File: config.mk
export PLATFORM = sky130hd
export DESIGN_NAME = i2c_tx_master
export DESIGN_NICKNAME = d
export VERILOG_FILES = /design/src/rtl/i2ctx_pkg.sv /design/src/rtl/i2ctx_tick.sv /design/src/rtl/i2ctx_ctrl.sv /design/src/rtl/i2ctx_seq.sv /design/src/rtl/i2c_tx_master.sv
export SDC_FILE = /design/constraint.sdc
export NUM_CORES = 1
export LEC_CHECK = 0
export CAP_MARGIN = 30
export CELL_PAD_IN_SITES_DETAIL_PLACEMENT = 1
export CELL_PAD_IN_SITES_GLOBAL_PLACEMENT = 1
export CORE_ASPECT_RATIO = 0.5
export CORE_MARGIN = 5
export CORE_UTILIZATION = 38
export CTS_BUF_LIST = sky130_fd_sc_hd__clkbuf_16
export DETAILED_ROUTE_END_ITERATION = 6
export PLACE_DENSITY = 0.76
export SLEW_MARGIN = 20
export SYNTH_ARGS = -nofsm -noshare
export SYNTH_HDL_FRONTEND = slang
export SYNTH_SLANG_ARGS = --single-unit
File: constraint.sdc
create_clock -name clk -period 4.93 [get_ports clk]
set_input_delay 0.986 -clock clk [delete_from_list [all_inputs] [get_ports clk]]
set_output_delay 0.986 -clock clk [all_outputs]
set_load 0.05 [all_outputs]
File: src/rtl/i2ctx_pkg.sv
`timescale 1ns/1ps
package i2ctx_pkg;

    localparam int BYTE_W   = 8;
    localparam int BITCNT_W = $clog2(BYTE_W + 1);
    localparam int CODE_W   = 4;

    // Sequencer position on the bus
    typedef enum logic [2:0] {
        SQ_IDLE,
        SQ_STA_A,
        SQ_STA_B,
        SQ_BIT,
        SQ_HOLD,
        SQ_STOP
    } seq_e;

    // Condition waiting for the next data-register write
    typedef enum logic [1:0] {
        ARM_NONE,
        ARM_START,
        ARM_STOP
    } arm_e;

    // Upper nibble of a control write
    typedef struct packed {
        logic master;
        logic xmit;
        logic start;
        logic irq_clr;
    } ctrl_code_t;

    // Open-drain pull requests
    typedef struct packed {
        logic scl_low;
        logic sda_low;
    } pins_t;

    function automatic logic code_arms(input ctrl_code_t c);
        return c.master & c.xmit;
    endfunction

    function automatic logic scl_low_in_cell(input logic [1:0] quarter);
        return (quarter < 2'd2);
    endfunction

endpackage

File: src/rtl/i2ctx_tick.sv
`timescale 1ns/1ps
module i2ctx_tick #(
    parameter int QUARTER = 4
) (
    input  logic clk,
    input  logic rst,
    input  logic run,
    output logic tick
);
    localparam int CW = (QUARTER > 1) ? $clog2(QUARTER) : 1;
    localparam logic [CW-1:0] LAST = CW'(QUARTER - 1);

    logic [CW-1:0] cnt;

    always_ff @(posedge clk) begin
        if (rst || !run) begin
            cnt <= '0;
        end else if (cnt == LAST) begin
            cnt <= '0;
        end else begin
            cnt <= cnt + CW'(1);
        end
    end

    assign tick = run && (cnt == LAST);
endmodule

File: src/rtl/i2ctx_ctrl.sv
`timescale 1ns/1ps
module i2ctx_ctrl
    import i2ctx_pkg::*;
(
    input  logic       clk,
    input  logic       rst,
    input  logic       ctrl_wr,
    input  ctrl_code_t code,
    input  logic       seq_idle,
    input  logic       seq_hold,
    input  logic       arm_taken,
    input  logic       irq_set,
    input  logic       irq_ack,
    output arm_e       arm,
    output logic       irq
);
    always_ff @(posedge clk) begin
        if (rst) begin
            arm <= ARM_NONE;
        end else if (arm_taken) begin
            arm <= ARM_NONE;
        end else if (ctrl_wr && code_arms(code)) begin
            if (code.start && seq_idle) begin
                arm <= ARM_START;
            end else if (!code.start && seq_hold) begin
                arm <= ARM_STOP;
            end
        end
    end

    // A new acknowledge event wins over a clear in the same cycle
    always_ff @(posedge clk) begin
        if (rst) begin
            irq <= 1'b0;
        end else if (irq_set) begin
            irq <= 1'b1;
        end else if (irq_ack || (ctrl_wr && code.irq_clr)) begin
            irq <= 1'b0;
        end
    end
endmodule

File: src/rtl/i2ctx_seq.sv
`timescale 1ns/1ps
module i2ctx_seq
    import i2ctx_pkg::*;
(
    input  logic              clk,
    input  logic              rst,
    input  logic              tick,
    input  logic              data_wr,
    input  logic [BYTE_W-1:0] wdata,
    input  arm_e              arm,
    input  logic              sda_in,
    output logic              run,
    output pins_t             pins,
    output logic              busy,
    output logic              nack,
    output logic              irq_set,
    output logic              arm_taken,
    output logic              seq_idle,
    output logic              seq_hold
);
    localparam logic [BITCNT_W-1:0] ACK_IDX = BITCNT_W'(BYTE_W);

    seq_e                state;
    logic [1:0]          q;
    logic [BITCNT_W-1:0] bitn;
    logic [BYTE_W-1:0]   sreg;
    logic                sda_r;
    logic                ack_slot;
    logic                start_go;
    logic                stop_go;

    assign ack_slot  = (bitn == ACK_IDX);
    assign start_go  = (state == SQ_IDLE) && data_wr && (arm == ARM_START);
    assign stop_go   = (state == SQ_HOLD) && data_wr && (arm == ARM_STOP);
    assign arm_taken = start_go || stop_go;
    assign seq_idle  = (state == SQ_IDLE);
    assign seq_hold  = (state == SQ_HOLD);
    assign run       = !(state == SQ_IDLE || state == SQ_HOLD);
    assign irq_set   = (state == SQ_BIT) && tick && (q == 2'd3) && ack_slot;

    always_comb begin
        pins.sda_low = sda_r;
        case (state)
            SQ_HOLD: pins.scl_low = 1'b1;
            SQ_BIT,
            SQ_STOP: pins.scl_low = scl_low_in_cell(q);
            default: pins.scl_low = 1'b0;
        endcase
    end

    always_ff @(posedge clk) begin
        if (rst) begin
            state <= SQ_IDLE;
            q     <= 2'd0;
            bitn  <= '0;
            sreg  <= '0;
            sda_r <= 1'b0;
            busy  <= 1'b0;
            nack  <= 1'b0;
        end else begin
            case (state)
                SQ_IDLE: begin
                    if (start_go) begin
                        sreg  <= wdata;
                        q     <= 2'd0;
                        state <= SQ_STA_A;
                    end
                end
                SQ_STA_A: begin
                    if (tick) begin
                        sda_r <= 1'b1;
                        busy  <= 1'b1;
                        state <= SQ_STA_B;
                    end
                end
                SQ_STA_B: begin
                    if (tick) begin
                        if (q == 2'd1) begin
                            q     <= 2'd0;
                            bitn  <= '0;
                            state <= SQ_BIT;
                        end else begin
                            q <= q + 2'd1;
                        end
                    end
                end
                SQ_BIT: begin
                    if (tick) begin
                        q <= q + 2'd1;
                        if (q == 2'd0) begin
                            sda_r <= ack_slot ? 1'b0 : ~sreg[BYTE_W-1];
                        end
                        if (q == 2'd3) begin
                            if (ack_slot) begin
                                nack  <= sda_in;
                                state <= SQ_HOLD;
                            end else begin
                                sreg <= {sreg[BYTE_W-2:0], 1'b0};
                                bitn <= bitn + BITCNT_W'(1);
                            end
                        end
                    end
                end
                SQ_HOLD: begin
                    if (data_wr) begin
                        q <= 2'd0;
                        if (arm == ARM_STOP) begin
                            state <= SQ_STOP;
                        end else begin
                            sreg  <= wdata;
                            bitn  <= '0;
                            state <= SQ_BIT;
                        end
                    end
                end
                SQ_STOP: begin
                    if (tick) begin
                        q <= q + 2'd1;
                        if (q == 2'd0) begin
                            sda_r <= 1'b1;
                        end
                        if (q == 2'd3) begin
                            sda_r <= 1'b0;
                            busy  <= 1'b0;
                            state <= SQ_IDLE;
                        end
                    end
                end
                default: state <= SQ_IDLE;
            endcase
        end
    end
endmodule

File: src/rtl/i2c_tx_master.sv
`timescale 1ns/1ps
module i2c_tx_master
    import i2ctx_pkg::*;
#(
    parameter int QUARTER = 4
) (
    input  logic       clk,
    input  logic       rst,
    input  logic       wr_en,
    input  logic       wr_sel,
    input  logic [7:0] wr_data,
    input  logic       irq_ack,
    input  logic       sda_in,
    output logic       scl_low_o,
    output logic       sda_low_o,
    output logic       busy_o,
    output logic       nack_o,
    output logic       irq_o
);
    logic       ctrl_wr;
    logic       data_wr;
    logic       run;
    logic       tick;
    logic       irq_set;
    logic       arm_taken;
    logic       seq_idle;
    logic       seq_hold;
    arm_e       arm;
    pins_t      pins;
    ctrl_code_t code;

    assign ctrl_wr = wr_en && !wr_sel;
    assign data_wr = wr_en && wr_sel;
    assign code    = ctrl_code_t'(wr_data[7:8-CODE_W]);

    i2ctx_tick #(.QUARTER(QUARTER)) u_tick (
        .clk  (clk),
        .rst  (rst),
        .run  (run),
        .tick (tick)
    );

    i2ctx_ctrl u_ctrl (
        .clk       (clk),
        .rst       (rst),
        .ctrl_wr   (ctrl_wr),
        .code      (code),
        .seq_idle  (seq_idle),
        .seq_hold  (seq_hold),
        .arm_taken (arm_taken),
        .irq_set   (irq_set),
        .irq_ack   (irq_ack),
        .arm       (arm),
        .irq       (irq_o)
    );

    i2ctx_seq u_seq (
        .clk       (clk),
        .rst       (rst),
        .tick      (tick),
        .data_wr   (data_wr),
        .wdata     (wr_data),
        .arm       (arm),
        .sda_in    (sda_in),
        .run       (run),
        .pins      (pins),
        .busy      (busy_o),
        .nack      (nack_o),
        .irq_set   (irq_set),
        .arm_taken (arm_taken),
        .seq_idle  (seq_idle),
        .seq_hold  (seq_hold)
    );

    assign scl_low_o = pins.scl_low;
    assign sda_low_o = pins.sda_low;
endmodule

; ---- Word level (Yosys, flattened, before mapping)
; Cells that the tools add are included.
[totals]
reg_bits = 25
elab_cells = 132
[op_classes]
n_addsub = 3
order_cmp = 1
n_eq_ne = 26
mux = 49
n_bitwise = 2
n_reduce_logical = 41
[op_table]
columns = operator, count
row1 = 8-bit two-way mux, 6
row2 = 3-bit two-way mux, 11
row3 = 4-bit two-way mux, 7
row4 = 8-bit one-hot mux with 3 select lines, 1
row5 = 2-bit by 1-bit != test with 1-bit output (second input constant), 10
row6 = 3-bit one-hot mux with 6 select lines, 1
row7 = 1-bit logical AND, 14
row8 = 2-bit two-way mux, 7
row9 = 4-bit one-hot mux with 3 select lines, 1
row10 = 1-bit two-way mux, 11
row11 = 10-bit AND reduction, 1
row12 = 3-bit nonzero test, 3
row13 = 2-bit != test (second input constant), 4
row14 = 2-bit one-hot mux with 4 select lines, 1
row15 = 4-bit AND reduction, 2
row16 = 8-bit AND reduction, 1
row17 = 7-bit AND reduction, 1
row18 = 2-bit == test (second input constant), 3
row19 = 3-bit by 2-bit == test with 1-bit output (second input constant), 2
row20 = 3-bit == test (second input constant), 2
row21 = 6-bit AND reduction, 1
row22 = 2-bit nonzero test, 3
row23 = 2-bit OR reduction, 3
row24 = 5-bit AND reduction, 1
row25 = 17 further kinds, 25

; ---- Longest topological paths before layout
; Gate-level depths: netlist of the first run.
[logic_depth]
depth_word = 8
mapped_depth = 7
depth_no_buf = 6

; ---- By module
; A second synthesis of the first run with hierarchy kept.
[unflattened]
cells_unflattened = 200
hier_area_um2 = 1679.1
[by_module_without_submodules]
columns = mod, n_inst, cells_per_inst, area_per_inst_um2, seq_area_each_um2
row1 = i2ctx_seq, 1, 177, 1441.4, 400.4
row2 = i2ctx_ctrl, 1, 15, 135.1, 60.1
row3 = i2ctx_tick, 1, 6, 86.3, 40.0
row4 = i2c_tx_master, 1, 2, 16.3, 0.0

; ---- Worst setup path before layout of the first run
; OpenSTA, ideal clock, no wires.
[synth_timing]
path_kind = reg-to-output
from = register u_seq.state[2]
to = output scl_low_o
t_arrival_ns = 2.055
t_required_ns = 3.944
path_slack_ns = 1.889
stages_incl_launch_ff = 6
path_buffers = 3
path_cell_list = dfxtp_1 buf_2 buf_2 nand3b_1 buf_2 o21ai_0
[synth_via]
elab_chain_len = 3
[synth_lines]
columns = element, line
row1 = "start, declared", i2ctx_seq.sv:23  ; seq_e state;
row2 = "start signal, assigned", i2ctx_seq.sv:53  ; state <= SQ_IDLE;
row3 = "start signal, assigned", i2ctx_seq.sv:66  ; state <= SQ_STA_A;
row4 = "start signal, assigned", i2ctx_seq.sv:73  ; state <= SQ_STA_B;
row5 = 3-bit == test / 3-bit by 2-bit == test with 1-bit output (equally long branches), i2ctx_seq.sv:43  ; case (state)
row6 = 2-bit OR reduction (no line), n/a
row7 = 1-bit one-hot mux with 2 select lines (*), i2ctx_seq.sv:43
row8 = "end, declared", i2c_tx_master.sv:14  ; output logic scl_low_o,
; Mark *: on every way between the ends. The rest lies on a longest branch, timed or not.

; ---- Worst setup path after layout of the first run
; Ends and elaborated chain as after synthesis.

==> results.sh, run 1 <==
export IMPL_synth_edf_count=0
export IMPL_routedWlPerCell_um=18.55
export IMPL_ys_ff_latch=25
export IMPL_fillers=465
export IMPL_port_buffers=18
export IMPL_dieArea_um2=5615
export IMPL_seqPwrFrac_pct=48.3
export IMPL_synthTopCellsByArea="dfxtp_1, ha_1, nand3_1, a311oi_1, nand2_1"
export IMPL_synth_top_area_cell="dfxtp_1"
export IMPL_io_pins=19
export IMPL_clock_power_share_pct=41.7
export IMPL_ant_nets=0
export IMPL_worst_slew_pin_slew_ps=953.6
export IMPL_worst_r2r_endpoint="u_seq.sreg[6]$_SDFFE_PP0P_"
export IMPL_clk_latency_ps=260
export IMPL_root_buffer="clkbuf_16"
export IMPL_synth_ff_type="dfxtp_1"
export IMPL_worstSetupPathType="flip-flop to output port"
export IMPL_die_w_um=101.1
export IMPL_r2r_slack_ps=2340
export IMPL_antenna_found_initial=0
export IMPL_p_sw_mw=0.1010
export IMPL_cp_required_ps=3940
export IMPL_place_inst=247
export IMPL_final_cell_count_no_fill=252
export IMPL_drcViolationCount=0
export IMPL_drive_gt1_share_pct=7.071
export IMPL_yosys_warnings=0
export IMPL_p_leak_nw=0.6547
export IMPL_hold_class="flip-flop to flip-flop"
export IMPL_coreArea_um2=3944
export IMPL_cts_hold_buf=0
export IMPL_netSwitchingFraction_pct=23.03
export IMPL_dp_hpwl_um=3278
export IMPL_fin_crit_sh_pct=69.19
export IMPL_startpoint_type="flip-flop"
export IMPL_vdd_drop_max_v=0.0001230
export IMPL_drtIter0Drc=71
export IMPL_regToRegStartpoint="u_seq.state[1]$_SDFFE_PP0P_"
export IMPL_grt_max_degree=26
export IMPL_vias_per_cell=6.020
export IMPL_place_congestion=0.8015
export IMPL_cts_max_level=1
export IMPL_syn_area_um2=1577
export IMPL_drt_wl_total_um=4674
export IMPL_grt_pass1_wl_um=7797
export IMPL_power_frac_comb_pct=10.0
export IMPL_netlist_area_leader_share_pct=31.75
export IMPL_ff2ff_path_depth=4
export IMPL_setup_worst_path_end_class="output port"
export IMPL_fmax_mhz=293.1
export IMPL_initial_core_util_pct=39.97
export IMPL_nets=220
export IMPL_cts_repair_resized=0
export IMPL_synthesis_instances=186
export IMPL_antenna_cells=0
export IMPL_synth_nets=207
export IMPL_area_growth_pct=18.33
export IMPL_internal_power_mw=0.3375
export IMPL_relSlewSlack_pct=36.30
export IMPL_cap_violations=0
export IMPL_rsz0062_at_grt="false"
export IMPL_whs_endpoint="u_tick.cnt[0]$_SDFF_PP0_"
export IMPL_grt_pass1_vias=1531
export IMPL_p_per_area_nw_per_um2=235.0
export IMPL_synth_area_per_cell_um2=8.476
export IMPL_setup_tns_final_ps=0
export IMPL_synth_distinct_cells=56
export IMPL_clockBufferDepth=2
export IMPL_min_delay_start="u_tick.cnt[0]$_SDFF_PP0_"
export IMPL_grt_usage_pct=17.07
export IMPL_whs_path_depth=1
export IMPL_grt_overflow=0
export IMPL_path_clk_slew_ps=60
export IMPL_crit_fanout=19
export IMPL_status="finished clean"
export IMPL_die_h_um=55.55
export IMPL_cts_made_buffers=3
export IMPL_final_setup_skew_ps=3.372
export IMPL_slew_viol_final=0
export IMPL_dr_pass1_iters=4
export IMPL_cts_tree="built"
export IMPL_cts_sinks=25
export IMPL_via_count=1517
export IMPL_rows=16
export IMPL_setup_viol=0
export IMPL_async_reset_ff_share_pct=0
export IMPL_whs_ps=428.1
export IMPL_worstPathArrival_ps=2430
export IMPL_min_period_ps=3411
export IMPL_postCtsSetupRepairBufs=0
export IMPL_ys_seq_area_share_pct=31.75
export IMPL_finalHoldViolCount=0
[state kept, by name, indices dropped and copies added (netlist names)]
signal,flops
u_seq.sreg,8
u_seq.bitn,4
u_seq.state,3
u_ctrl.arm,2
u_seq.q,2
u_tick.cnt,2
u_ctrl.irq,1
u_seq.busy,1
u_seq.nack,1
u_seq.sda_r,1
[cell families after synthesis]
| logic type | share of synthesized area (%) |
|---|---|
| AND/OR/NAND/NOR | 30.87 |
| AO/OA/AOI/OAI | 23.65 |
| flip-flops | 31.75 |
| buffers and inverters | 6.190 |
| adder cells (fa/ha/maj) | 5.555 |
| multiplexers | 1.984 |
[cell type report]
class	count	area (um^2)	area share [%]
multi-input cells	138	978.4	52.45
flip-flops and latches	25	500.5	26.83
repair buffers	20	198.9	10.66
clock buffers	3	75.07	4.024
well taps	54	67.56	3.622
inverters	11	41.29	2.213
clock inverters	1	3.754	0.2012
[layer usage]
| layer | share of wire, % | track usage, % | vias to the layer above |
|---|---|---|---|
| li1 | - | - | 741 |
| met1 | 53 | 25.77 | 749 |
| met2 | 43 | 25.56 | 25 |
| met3 | 3.7 | 3.141 | 2 |
| met4 | 0.41 | 2.273 | 0 |
| met5 | 0 | 0 | - |
[cell usage after synthesis (all sizes together) (2+ instances only)]
cell,n
a21oi,6
a22oi,2
a2bb2oi,2
a311oi,8
a31oi,2
and2b,2
and3,3
buf,10
clkbuf,2
dfxtp,25
ha,7
inv,11
mux2i,2
nand2,14
nand2b,4
nand3,16
nand3b,7
nand4bb,2
nor2,8
nor2b,2
nor3,3
nor4,9
o2111ai,3
o211ai,2
o21ai,6
o32ai,2
o41ai,2
or3,2
or4,2
[cells in the final DEF, fill, tap and decap left out, types with 4 or more instances in the layout]
master           Yosys  final
a21oi_1              6      6
a311oi_1             8      8
clkdlybuf4s50_1      0     18
dfxtp_1             25     25
ha_1                 7      7
inv_1               11     12
nand2_1             14     14
nand2b_1             4      4
nand3_1             15     15
nand3b_1             7      7
nor2_1               8      8
nor4_1               8      8
o21ai_0              4      4
[worst max path at each step]
stage	startpoint	slack, ps	depth (start not counted)	endpoint
floorplan	u_seq.state[2]$_SDFFE_PP0P_	1890	5	scl_low_o
global placement	u_seq.state[0]$_SDFFE_PP0P_	1910	3	scl_low_o
detailed placement	u_seq.state[2]$_SDFFE_PP0P_	1850	4	scl_low_o
CTS	u_seq.state[2]$_SDFFE_PP0P_	1560	4	scl_low_o
global route	u_seq.state[2]$_SDFFE_PP0P_	1430	4	scl_low_o
finish	u_seq.state[2]$_SDFFE_PP0P_	1520	4	scl_low_o
[per-stage QoR]
stage	area [um^2]	setup WS, ps	utilization [%]	total power, mW
finish	1866	1519	47.30	0.4384
global route	1866	1434	47.30	0.4534
CTS	1854	1564	47.02	0.4408
floorplan	1577	1889	-	0.2397
global placement	1775	1910	45.02	0.2578
detailed placement	1775	1845	45.02	0.2589
[power groups by stage]
stage          registers (mW)  logic [mW]  clock network, mW
2_1_floorplan           0.214      0.0261                  0
3_3_place_gp            0.216      0.0416                  0
3_5_place_dp            0.216      0.0425                  0
4_1_cts                 0.212      0.0428              0.186
5_1_grt                 0.212      0.0484              0.193
6_report                0.212      0.0437              0.183
[critical path, cell delays in order, from the launching register on]
cell,delay (ps)
dfxtp_1,760
and2b_1,350
o21ai_0,120
o21ai_0,90
clkdlybuf4s50_1,830
(Power assumes the default switching activity.)
==> inputs of run 2 (changes only) <==
==> constraint.sdc (replaced) <==
create_clock -name clk -period 3.22 [get_ports clk]
set_input_delay 0.644 -clock clk [delete_from_list [all_inputs] [get_ports clk]]
set_output_delay 0.644 -clock clk [all_outputs]
set_load 0.05 [all_outputs]
==> results.sh, run 2 (synthesis gave the netlist of run 1 again) <==
export IMPL_crit_fanout=25
export IMPL_cp_num_buf_inv=2
export IMPL_status="finished clean"
export IMPL_path_clk_slew_ps=60
export IMPL_nets=221
export IMPL_path_common_cell="o21ai_0"
export IMPL_drtIter0Drc=108
export IMPL_fmax_mhz=396.5
export IMPL_fin_crit_sh_pct=78.33
export IMPL_largest_reg_flops=8
export IMPL_worst_slew_pin_slew_ps=888.0
export IMPL_clockBufferDepth=2
export IMPL_mostFrequentLayoutCells="dfxtp_1, clkdlybuf4s50_1, nand3_1"
export IMPL_p_per_area_nw_per_um2=359.5
export IMPL_crit_path_start="u_seq.state[0]$_SDFFE_PP0P_"
export IMPL_antenna_cells=0
export IMPL_cpMaxStageDelayCell="dfxtp_1"
export IMPL_critPathMaxStageDelay_ps=900
export IMPL_clk_latency_ps=260
export IMPL_netSwitchingFraction_pct=23.08
export IMPL_worstSetupPathType="flip-flop to output port"
export IMPL_grt_usage_pct=16.84
export IMPL_dieArea_um2=5615
export IMPL_cts_hold_buf=0
export IMPL_grt_overflow=0
export IMPL_final_common_cell="dfxtp_1"
export IMPL_setup_viol=0
export IMPL_cp_cell_sequence="inv_1 > o21ai_0 > o21ai_0 > buf_4"
export IMPL_coreArea_um2=3944
export IMPL_cts_sinks=25
export IMPL_seqPwrFrac_pct=48.4
export IMPL_cts_tree="built"
export IMPL_rsz0062_at_grt="false"
export IMPL_internal_power_mw=0.5163
export IMPL_dr_pass1_iters=4
export IMPL_vias_per_cell=6.107
export IMPL_cts_max_level=1
export IMPL_top_regs="u_seq.sreg (8), u_seq.bitn (4), u_seq.state (3)"
export IMPL_cap_violations=0
export IMPL_fin_ws_ps=697.8
export IMPL_regToRegStartpoint="u_seq.state[0]$_SDFFE_PP0P_"
export IMPL_hold_class="flip-flop to flip-flop"
export IMPL_top_register="u_seq.sreg"
export IMPL_cts_made_buffers=3
export IMPL_postCtsSetupRepairBufs=0
export IMPL_port_buffers=18
export IMPL_cts_repair_resized=0
export IMPL_whs_path_depth=1
export IMPL_grt_pass1_wl_um=7762
export IMPL_crit_cells=4
export IMPL_relSlewSlack_pct=40.72
export IMPL_power_frac_comb_pct=10.0
export IMPL_drive_gt1_share_pct=8.040
export IMPL_drcViolationCount=0
export IMPL_vdd_drop_max_v=0.0002288
export IMPL_drt_wl_total_um=4634
export IMPL_p_sw_mw=0.1549
export IMPL_initial_core_util_pct=39.97
export IMPL_setup_worst_path_end_class="output port"
export IMPL_antenna_found_initial=0
export IMPL_routedWlPerCell_um=18.32
export IMPL_via_count=1545
export IMPL_min_delay_start="u_tick.cnt[0]$_SDFF_PP0_"
export IMPL_cp_required_ps=2580
export IMPL_startpoint_type="flip-flop"
export IMPL_min_period_ps=2522
export IMPL_die_w_um=101.1
export IMPL_area_growth_pct=18.41
export IMPL_rows=16
export IMPL_dp_hpwl_um=3454
export IMPL_finish_utilization_pct=47.34
export IMPL_fillers=454
export IMPL_finalHoldViolCount=0
export IMPL_die_h_um=55.55
export IMPL_final_setup_skew_ps=4.731
export IMPL_ff2ff_path_depth=4
export IMPL_setup_tns_final_ps=0
export IMPL_clock_power_share_pct=41.5
export IMPL_place_congestion=0.8104
export IMPL_grt_max_degree=26
export IMPL_critPathTopFamily="flip-flops"
export IMPL_ant_nets=0
export IMPL_p_leak_nw=0.6610
export IMPL_grt_pass1_vias=1545
export IMPL_worstPathArrival_ps=1880
export IMPL_root_buffer="clkbuf_16"
export IMPL_post_place_ws_ps=856.4
export IMPL_io_pins=19
export IMPL_slew_viol_final=0
[run 2: cell count changes in the layout (fill, tap and decap cells not counted)]
cell and delta:
buf_4 +3, buf_6 -1, clkdlybuf4s50_1 -1
[run 2: power by group through the flow]
stage | logic [mW] | clock network (mW) | registers [mW]
after CTS | 0.0674 | 0.287 | 0.324
after detailed placement | 0.0669 | 0 | 0.332
after global routing | 0.0735 | 0.300 | 0.326
final | 0.0674 | 0.279 | 0.325
after floorplan | 0.0400 | 0 | 0.327
after global placement | 0.0646 | 0 | 0.331
[run 2: worst register-to-register path, delay by kind of cell (launching register included)]
kind / cells / cell delay [ps]
AO/OA/AOI/OAI: 1 / 280
AND/OR/NAND/NOR: 3 / 820
flip-flops: 1 / 900
[run 2: metal layers]
| layer | track usage [%] | vias to the layer above | wire (um) | share of wire [%] |
|---|---|---|---|---|
| met3 | 3.769 | 2 | 270 | 5.8 |
| met4 | 3.030 | 0 | 25 | 0.54 |
| met5 | 0 | - | 0 | 0 |
| met2 | 25.56 | 42 | 2070 | 45 |
| met1 | 24.38 | 758 | 2268 | 49 |
| li1 | - | 743 | - | - |
[run 2: per-stage QoR]
step | hold slack [ps] | std cells | total power, mW | cell area, um^2
finish | 426.2 | 253 | 0.6711 | 1867
global route | 453.1 | 253 | 0.6986 | 1867
CTS | 433.7 | 253 | 0.6788 | 1867
detailed placement | 424.2 | 249 | 0.3985 | 1788
global placement | 412.9 | 249 | 0.3956 | 1788
floorplan | 405.3 | 186 | 0.3670 | 1577
[run 2: cell type report]
type                    count  area (um^2)  area share, %
clock inverters             1        3.754         0.2011
multi-input cells         138        978.4          52.41
flip-flops and latches     25        500.5          26.81
well taps                  54        67.56          3.619
repair buffers             21        200.2          10.72
inverters                  11        41.29          2.212
clock buffers               3        75.07          4.021
[run 2: path summary, 6_finish.rpt]
check,end,slack [ps]
min reg2reg,u_tick.cnt[0]$_SDFF_PP0_,430
max reg2reg,u_seq.sreg[2]$_SDFFE_PP0P_,1120
min,u_tick.cnt[0]$_SDFF_PP0_,430
max,scl_low_o,700
